--- config.mk ---
export PLATFORM = sky130hd
export DESIGN_NAME = bus_term_ctl
export DESIGN_NICKNAME = d
export VERILOG_FILES = /design/src/rtl/btm_pkg.sv /design/src/rtl/btm_sync.sv /design/src/rtl/btm_decide.sv /design/src/rtl/bus_term_ctl.sv
export SDC_FILE = /design/constraint.sdc
export NUM_CORES = 1
export LEC_CHECK = 0
export ABC_AREA = 1
export BUFFER_PORTS_ARGS = -buffer_cell sky130_fd_sc_hd__buf_2
export CAP_MARGIN = 10
export CORE_UTILIZATION = 45
export DETAILED_ROUTE_END_ITERATION = 10
export PLACE_DENSITY = 0.65
export SLEW_MARGIN = 15
export SYNTH_ARGS = -nofsm -noshare
export SYNTH_HDL_FRONTEND = slang
export SYNTH_SLANG_ARGS = --single-unit
--- constraint.sdc ---
create_clock -name clk_i -period 1.72 [get_ports clk_i]
set_clock_uncertainty 0.1 [all_clocks]
set_input_delay 0.086 -clock clk_i [delete_from_list [all_inputs] [get_ports clk_i]]
set_output_delay 0.086 -clock clk_i [all_outputs]
set_load 0.02 [all_outputs]
--- src/rtl/btm_pkg.sv ---
package btm_pkg;

  typedef enum logic [3:0] {
    ST_IDLE,
    ST_ASRT,
    ST_DECN,
    ST_WAITO,
    ST_HOLD,
    ST_DECN2,
    ST_DONE,
    ST_DONEH,
    ST_TRAP,
    ST_HALTED,
    ST_RETW,
    ST_RERUN
  } bus_st_e;

  typedef enum logic [2:0] {
    ACT_WAIT,
    ACT_DONE,
    ACT_DONEH,
    ACT_TRAP,
    ACT_RETRY,
    ACT_CONF
  } act_e;

  typedef enum logic {
    PEND_ACKHALT,
    PEND_BERR
  } pend_e;

endpackage

--- src/rtl/btm_sync.sv ---
module btm_sync #(
  parameter int                 WIDTH   = 1,
  parameter int                 STAGES  = 2,
  parameter logic [WIDTH-1:0]   RST_VAL = '0
) (
  input  logic             clk_i,
  input  logic             rst_n_i,
  input  logic [WIDTH-1:0] d_i,
  output logic [WIDTH-1:0] q_o
);

  logic [STAGES-1:0][WIDTH-1:0] stg_q;

  always_ff @(posedge clk_i or negedge rst_n_i) begin
    if (!rst_n_i) begin
      for (int i = 0; i < STAGES; i++) stg_q[i] <= RST_VAL;
    end else begin
      stg_q[0] <= d_i;
      for (int i = 1; i < STAGES; i++) stg_q[i] <= stg_q[i-1];
    end
  end

  assign q_o = stg_q[STAGES-1];

endmodule

--- src/rtl/btm_decide.sv ---
module btm_decide
  import btm_pkg::*;
(
  input  logic  second_i,
  input  pend_e pend_i,
  input  logic  ack_i,
  input  logic  berr_i,
  input  logic  halt_i,
  output act_e  act_o,
  output pend_e pend_o
);

  always_comb begin
    act_o  = ACT_WAIT;
    pend_o = PEND_BERR;
    if (!second_i) begin
      if (berr_i && halt_i) begin
        act_o = ACT_RETRY;
      end else if (berr_i) begin
        act_o  = ACT_CONF;
        pend_o = PEND_BERR;
      end else if (ack_i && halt_i) begin
        act_o  = ACT_CONF;
        pend_o = PEND_ACKHALT;
      end else if (ack_i) begin
        act_o = ACT_DONE;
      end
    end else if (pend_i == PEND_BERR) begin
      act_o = halt_i ? ACT_RETRY : ACT_TRAP;
    end else if (berr_i) begin
      act_o = ACT_RETRY;
    end else if (halt_i) begin
      act_o = ACT_DONEH;
    end else begin
      act_o = ACT_DONE;
    end
  end

endmodule

--- src/rtl/bus_term_ctl.sv ---
module bus_term_ctl
  import btm_pkg::*;
#(
  parameter int SYNC_STAGES = 2,
  parameter int RST_STAGES  = 2
) (
  input  logic clk_i,
  input  logic rst_n_i,
  input  logic start_i,
  input  logic ack_n_i,
  input  logic berr_n_i,
  input  logic halt_n_i,
  output logic as_n_o,
  output logic done_o,
  output logic trap_o,
  output logic retry_o,
  output logic halted_o
);

  localparam int IN_W = 3;

  logic            rst_sync_n;
  logic [IN_W-1:0] in_raw;
  logic [IN_W-1:0] in_sync;
  logic            ack_s, berr_s, halt_s;
  bus_st_e         state_q, state_d;
  pend_e           pend_q, pend_d, pend_nxt;
  logic            pend_en;
  act_e            act;
  logic            second;

  // reset: asserted asynchronously, released on the clock
  btm_sync #(.WIDTH(1), .STAGES(RST_STAGES), .RST_VAL(1'b0)) u_rst_sync (
    .clk_i  (clk_i),
    .rst_n_i(rst_n_i),
    .d_i    (1'b1),
    .q_o    (rst_sync_n)
  );

  assign in_raw = {halt_n_i, berr_n_i, ack_n_i};

  btm_sync #(.WIDTH(IN_W), .STAGES(SYNC_STAGES), .RST_VAL({IN_W{1'b1}})) u_in_sync (
    .clk_i  (clk_i),
    .rst_n_i(rst_sync_n),
    .d_i    (in_raw),
    .q_o    (in_sync)
  );

  assign ack_s  = ~in_sync[0];
  assign berr_s = ~in_sync[1];
  assign halt_s = ~in_sync[2];

  assign second = (state_q == ST_DECN2);

  btm_decide u_decide (
    .second_i(second),
    .pend_i  (pend_q),
    .ack_i   (ack_s),
    .berr_i  (berr_s),
    .halt_i  (halt_s),
    .act_o   (act),
    .pend_o  (pend_nxt)
  );

  // next state
  always_comb begin
    state_d = state_q;
    pend_d  = pend_q;
    pend_en = 1'b0;
    unique case (state_q)
      ST_IDLE:   if (start_i) state_d = ST_ASRT;
      ST_ASRT,
      ST_RERUN,
      ST_WAITO:  state_d = ST_DECN;
      ST_DECN: begin
        unique case (act)
          ACT_DONE:  state_d = ST_DONE;
          ACT_RETRY: state_d = ST_RETW;
          ACT_CONF: begin
            state_d = ST_HOLD;
            pend_d  = pend_nxt;
            pend_en = 1'b1;
          end
          default:   state_d = ST_WAITO;
        endcase
      end
      ST_HOLD:   state_d = ST_DECN2;
      ST_DECN2: begin
        unique case (act)
          ACT_DONEH: state_d = ST_DONEH;
          ACT_TRAP:  state_d = ST_TRAP;
          ACT_RETRY: state_d = ST_RETW;
          default:   state_d = ST_DONE;
        endcase
      end
      ST_DONE,
      ST_TRAP:   state_d = ST_IDLE;
      ST_DONEH:  state_d = ST_HALTED;
      ST_HALTED: if (!halt_s) state_d = ST_IDLE;
      ST_RETW:   if (!halt_s) state_d = ST_RERUN;
      default:   state_d = ST_IDLE;
    endcase
  end

  // registers
  always_ff @(posedge clk_i or negedge rst_sync_n) begin
    if (!rst_sync_n) begin
      state_q <= ST_IDLE;
      pend_q  <= PEND_BERR;
    end else begin
      state_q <= state_d;
      if (pend_en) pend_q <= pend_d;
    end
  end

  assign as_n_o   = !(state_q inside {ST_ASRT, ST_DECN, ST_WAITO, ST_HOLD, ST_DECN2, ST_RERUN});
  assign done_o   = (state_q == ST_DONE) || (state_q == ST_DONEH);
  assign trap_o   = (state_q == ST_TRAP);
  assign retry_o  = (state_q == ST_RERUN);
  assign halted_o = (state_q == ST_HALTED) || (state_q == ST_RETW);

  // checks on the outputs over time
  p_strobe_released_r12: assert property (@(posedge clk_i) disable iff (!rst_sync_n)
    (done_o || trap_o || halted_o) |-> as_n_o);

  p_done_single_r3: assert property (@(posedge clk_i) disable iff (!rst_sync_n)
    done_o |=> !done_o);

  p_trap_single_r7: assert property (@(posedge clk_i) disable iff (!rst_sync_n)
    trap_o |=> !trap_o);

  p_retry_after_halt_r8: assert property (@(posedge clk_i) disable iff (!rst_sync_n)
    retry_o |-> $past(halted_o));

  p_rerun_strobe_r8: assert property (@(posedge clk_i) disable iff (!rst_sync_n)
    retry_o |=> !as_n_o);

  p_halt_holds_r5: assert property (@(posedge clk_i) disable iff (!rst_sync_n)
    (halted_o && halt_s) |=> halted_o);

  p_start_ignored_r11: assert property (@(posedge clk_i) disable iff (!rst_sync_n)
    (halted_o && halt_s && start_i) |=> as_n_o);

  p_idle_start_r2: assert property (@(posedge clk_i) disable iff (!rst_sync_n)
    (as_n_o && !done_o && !trap_o && !halted_o && start_i) |=> !as_n_o);

endmodule

==> results.py, run 1 <==
metrics = {
    "status": {
        "outcome": "finished, violations left",
        "violations": "design-rule violations",
    },
    "grt": {
        "track_usage_pct": 19.98,
        "grt-ovfl-total": 0,
        "grt_pass1_vias": 674,
        "grt_max_degree": 12,
        "antenna_found_initial": 0,
        "grt_first_pass_wirelength_um": 2753,
    },
    "power_and_ir_drop": {
        "combPwrFrac_pct": 53.2,
        "leakagePower_nw": 0.4944,
        "switching_share_pct": 45.83,
        "powerDensity_nw_per_um2": 1485,
        "p_sw_mw": 0.6439,
        "irDropWorstVdd_v": 0.0006905,
        "p_int_mw": 0.7610,
        "power_frac_clock_pct": 12.7,
        "seq_power_share_pct": 34.1,
    },
    "detailed_routing": {
        "ant_nets": 0,
        "wl_um": 1555,
        "drt_iter0_markers": 19,
        "drc": 1,
        "wl_per_cell_um": 11.43,
        "via_count": 684,
        "routed_via_density": 5.029,
        "dr.pass1.iters": 6,
    },
    "yosys": {
        "async_reset_ff_share_pct": 100.0,
        "syn_nets": 106,
        "ys.flop_type": "dfstp_2",
        "yosysMostFrequentCell": "nand2_1",
        "ys_types": 24,
        "synth_seq_cells": 13,
        "synth_commonest_cells": "nand2_1 (27), inv_1 (11), nand2_2 (11), nor2_1 (8), dfstp_2 (7)",
        "synthTopCellsByArea": "dfstp_2 (23%), dfrtp_1 (19%), nand2_1 (13%), nand2_2 (8.8%), inv_1 (5.3%)",
        "yosys_warnings": 0,
        "synth_area_sq_um": 785.8,
        "synth_top_cell_area_share_pct": 23.41,
        "syn_inst": 100,
        "ys_seq_area_share_pct": 42.52,
        "synth-edff-count": 0,
        "avgSynthCellArea_sq_um": 7.858,
        "synth_area_leader_cell": "dfstp_2",
    },
    "die": {
        "core_sq_um": 1577,
        "die_w_um": 43.79,
        "fp.dieArea_sq_um": 1917,
        "pin_count": 11,
        "fp-row-count": 14,
        "start_util_pct": 49.84,
        "die_h_um": 43.79,
    },
    "place": {
        "dpl_worst_slack_ps": 157.9,
        "gp_congestion": 0.8133,
        "dp.cells": 127,
        "place_hpwl_um": 1299,
        "port_buffers": 10,
    },
    "worst_setup_path": {
        "cp_top_family": "flip-flops",
        "required_ps": 1530,
        "path_cells": "inv_2 -> nand2_2 -> nor2_1 -> nor3_2 -> o21bai_1 -> buf_2",
        "cp.arrival_ps": 1450,
        "worst-path-buf-inv": 2,
        "cp-end-kind": "output port",
        "crit_fanout": 5,
        "start_kind": "flip-flop",
        "path_class": "flip-flop to output port",
        "slowest_delay_ps": 450,
        "critPathSlowestCell": "dfrtp_2",
    },
    "sta": {
        "finalSetupViolations": 0,
        "whs_ps": 33.83,
        "slew_violations": 0,
        "hold_viol": 0,
        "fin_crit_ps": 1633,
        "tns_ps": 0,
        "setup_ws_ps": 87.21,
        "period_share_pct": 94.93,
        "clock.fmax_ghz": 0.6125,
    },
    "clock_tree": {
        "clock-sinks": 13,
        "ctsHtreeMaxLevel": 1,
        "path_clk_slew_ps": 70,
        "cts_tree": "yes",
        "insertion_delay_ps": 270,
        "cts_buffer_depth": 2,
        "cts_inserted_buffers": 3,
        "ctsRootBufferMaster": "clkbuf_4",
    },
    "final_layout": {
        "area_delta_synth_final_pct": 20.38,
        "n_antenna_cell": 0,
        "nets": 127,
        "fin_cells": 136,
        "drive_gt1_share_pct": 39.17,
    },
    "job": {
        "maxCapViolCount": 0,
    },
    "worst_hold_path": {
        "hp-class": "input port to async pin",
    },
}
## cell families after synthesis
kind of cell           Yosys count  synth area share (%)
buffers and inverters           14                 6.688
DFF                             13                 42.52
other                            1                0.4772
AOI/OAI and AO/OA               12                 9.714
and+or+nand+nor                 60                 40.61
## placed cells by master, fill, tap and decap left out, types with 3 or more instances in the layout
| cell type | n |
|---|---|
| dlygate4sd3_1 | 4 |
| dfrtp_1 | 5 |
| nor2_1 | 8 |
| o21ai_0 | 4 |
| nand3_1 | 3 |
| nand2_2 | 12 |
| inv_1 | 11 |
| clkbuf_4 | 3 |
| inv_2 | 3 |
| dfstp_2 | 7 |
| nand2_1 | 26 |
| buf_2 | 10 |
## metal layers
metal | global-route usage [%] | routed length (um) | vias up
met5 | 0 | 0 | -
met3 | 1.250 | 24 | 6
met4 | 13.13 | 39 | 0
li1 | - | - | 350
met1 | 25.61 | 713 | 318
met2 | 32.54 | 777 | 10
## final cells by class
| class | count | area, sq um |
|---|---|---|
| flip-flops and latches | 13 | 335.3 |
| fillers | 158 | 630.6 |
| clock buffers | 4 | 26.28 |
| inverters | 14 | 52.55 |
| well taps | 16 | 20.02 |
| repair buffers | 16 | 105.1 |
| multi-input cells | 73 | 406.6 |
## sequential cells by signal (all words and copies together), names as in the netlist
register	count
u_rst_sync.stg_q	1
u_rst_sync.q_o	1
pend_q	1
u_in_sync.q_o	3
u_in_sync.stg_q	3
state_q	4
## stage by stage
step | power (mW) | utilization (%) | cell area [sq um]
after floorplan | 1.017 | - | 785.8
after global placement | 1.175 | 54.76 | 863.3
after detailed placement | 1.197 | 54.76 | 863.3
after CTS | 1.392 | 59.05 | 930.9
after global routing | 1.534 | 60.00 | 945.9
final | 1.405 | 60.00 | 945.9
## path summary, 6_finish.rpt
path / from / end / slack, ps / depth (start not counted)
worst min-delay path: rst_n_i / u_rst_sync.q_o / 30 / 2
max in group asynchronous: u_rst_sync.q_o / pend_q / 1130 / 0
worst max-delay path: state_q[3] / as_n_o / 90 / 6
min in group clk_i: start_i / state_q[3] / 80 / 5
worst max register to register: u_in_sync.q_o[2] / state_q[3] / 150 / 11
worst min register to register: u_rst_sync.q_o / state_q[0] / 70 / 0
## power by group through the flow
stage | clock (mW) | sequential (mW) | combinational (mW)
after floorplan | 0 | 0.465 | 0.552
final | 0.179 | 0.479 | 0.747
after global placement | 0 | 0.482 | 0.692
after global routing | 0.200 | 0.498 | 0.836
after CTS | 0.190 | 0.485 | 0.717
after detailed placement | 0 | 0.488 | 0.708
## what timing repair did
| item | 4_1_cts | 5_1_grt |
|---|---|---|
| cloned | 0 | 0 |
| setup buffers | 0 | 1 |
| resized for setup | 1 | 2 |
| endpoints found under the hold margin | 5 | 0 |
| hold buffers | 4 | 0 |
| setup endpoints to repair | 1 | 2 |
(Power assumes the default switching activity.)
==> run 2, diff against run 1 <==
--- a/config.mk
+++ b/config.mk
@@ -11,6 +11,7 @@
 export CORE_UTILIZATION = 45
 export DETAILED_ROUTE_END_ITERATION = 10
 export PLACE_DENSITY = 0.65
+export SETUP_SLACK_MARGIN = 0.2
 export SLEW_MARGIN = 15
 export SYNTH_ARGS = -nofsm -noshare
 export SYNTH_HDL_FRONTEND = slang
==> run 2 against run 1 <==
  * The flow still finishes with violations (design-rule violations)
  * Largest cell class unchanged
  * Critical path depth fell by 1
  * Via count grew 3.7%
  * Cell count rose by 3.7%
  * Combinational power up 25%
  * Total power increased by 15%
  * Die area unchanged
  * Sequential share of layout area is 3.6 points lower
  * Critical endpoint unchanged
  * First-iteration DRC count is 42% lower
==> results.py, run 2 (synthesis gave the netlist of run 1 again) <==
metrics = {
    "power_and_ir_drop": {
        "irDropWorstVdd_v": 0.0007338,
        "combPwrFrac_pct": 57.7,
        "p_sw_mw": 0.7496,
        "power_frac_clock_pct": 10.9,
        "leakagePower_nw": 0.5346,
        "seq_power_share_pct": 31.4,
        "p_int_mw": 0.8664,
        "powerDensity_nw_per_um2": 1519,
        "power_mw": 1.616,
        "switching_share_pct": 46.38,
    },
    "final_layout": {
        "final_common_cell": "nand2_1",
        "largest_register": "state_q",
        "multi_input_area_sq_um": 471.7,
        "area_delta_synth_final_pct": 35.35,
        "fillers": 135,
        "fin_cells": 141,
        "seqCellArea_sq_um": 339.1,
        "nets": 132,
        "layout_common_cells": "nand2_1 (22), nand2_2 (11), buf_2 (8), buf_4 (8)",
        "largest_reg_flops": 4,
        "drive_gt1_share_pct": 54.40,
        "n_antenna_cell": 0,
        "fin_util_pct": 67.46,
    },
    "sta": {
        "hold_viol": 0,
        "rsz0062_at_grt": "true",
        "clock.fmax_ghz": 0.6418,
        "whs_ps": 36.95,
        "fin_crit_ps": 1558,
        "finalSetupViolations": 0,
        "tns_ps": 0,
        "period_share_pct": 90.59,
        "slew_violations": 0,
    },
    "clock_tree": {
        "path_clk_slew_ps": 70,
        "clock-sinks": 13,
        "insertion_delay_ps": 260,
        "cts_inserted_buffers": 3,
        "cts_buffer_depth": 2,
        "ctsHtreeMaxLevel": 1,
        "ctsRootBufferMaster": "clkbuf_4",
        "cts_tree": "yes",
    },
    "die": {
        "fp.dieArea_sq_um": 1917,
        "die_h_um": 43.79,
        "die_w_um": 43.79,
        "core_sq_um": 1577,
        "fp-row-count": 14,
        "start_util_pct": 49.84,
        "pin_count": 11,
    },
    "worst_setup_path": {
        "cp.arrival_ps": 1370,
        "cp_top_family": "flip-flops",
        "rrSetupSlack_ps": 190,
        "reg2regPathDepth": 10,
        "required_ps": 1530,
        "path_cells": "nand2_2 -> nor2_4 -> nor3_4 -> o21bai_1 -> buf_4",
        "slowest_delay_ps": 480,
        "cp-end-kind": "output port",
        "crit_fanout": 7,
        "path_class": "flip-flop to output port",
        "r2r_end": "state_q[3]",
        "critPathSlowestCell": "dfrtp_2",
        "start_kind": "flip-flop",
        "worst-path-buf-inv": 1,
        "timing.rr.start": "u_in_sync.q_o[2]",
    },
    "grt": {
        "antenna_found_initial": 0,
        "track_usage_pct": 21.42,
        "grt_pass1_vias": 705,
        "grt_max_degree": 12,
        "grt-ovfl-total": 0,
        "grt_first_pass_wirelength_um": 2932,
    },
    "job": {
        "maxCapViolCount": 0,
    },
    "worst_hold_path": {
        "hp-class": "input port to async pin",
    },
    "place": {
        "port_buffers": 10,
        "gp_congestion": 0.8133,
        "place_hpwl_um": 1299,
        "dp.cells": 127,
    },
    "detailed_routing": {
        "via_count": 709,
        "wl_um": 1746,
        "drc": 1,
        "routed_via_density": 5.028,
        "wl_per_cell_um": 12.38,
        "ant_nets": 0,
        "dr.pass1.iters": 7,
        "drt_iter0_markers": 11,
    },
    "status": {
        "outcome": "finished, violations left",
        "violations": "design-rule violations",
    },
}
## run 2: metrics by stage
step           area [sq um]  worst slack, ps
3_5_place_dp          863.3            157.9
2_1_floorplan         785.8            265.7
4_1_cts                1035            150.6
5_1_grt                1064            94.58
3_3_place_gp          863.3            193.2
6_report               1064            161.9
## run 2: power groups by stage
stage | combinational (mW) | clock, mW | sequential, mW
2_1_floorplan | 0.552 | 0 | 0.465
3_3_place_gp | 0.692 | 0 | 0.482
3_5_place_dp | 0.708 | 0 | 0.488
4_1_cts | 0.885 | 0.190 | 0.496
5_1_grt | 1.03 | 0.200 | 0.523
6_report | 0.932 | 0.177 | 0.507
## run 2: layout make-up
type | instances | share of cell area (%)
repair buffers | 21 | 14.24
well taps | 16 | 1.882
inverters | 14 | 5.176
flip-flops and latches | 13 | 31.88
clock buffers | 4 | 2.471
multi-input cells | 73 | 44.35
## run 2: per-layer routing
layer  wire (um)  part of all wire (%)  track usage [%]  up-vias
li1            -                     -                -      359
met2         904                    52            35.82       13
met3          34                   1.9            1.250        6
met5           0                     0                0        -
met1         767                    44            27.10      331
met4          40                   2.3            13.13        0
## run 2: how the worst max path moves through the flow
stage | cells after the start | from | slack [ps] | end
after detailed placement | 11 | u_in_sync.q_o[2] | 160 | state_q[3]
final | 5 | state_q[1] | 160 | as_n_o
after global placement | 11 | u_in_sync.q_o[2] | 190 | state_q[3]
after CTS | 5 | state_q[3] | 150 | as_n_o
after floorplan | 5 | state_q[2] | 270 | as_n_o
after global routing | 5 | state_q[3] | 90 | as_n_o
## run 2: timing repair
item                       4_1_cts  5_1_grt
hold buffers                     4        0
hold endpoints to repair         5        0
setup buffers                    5        1
pin swaps                        5        5
setup endpoints to repair        5        8
resized for setup               24        8
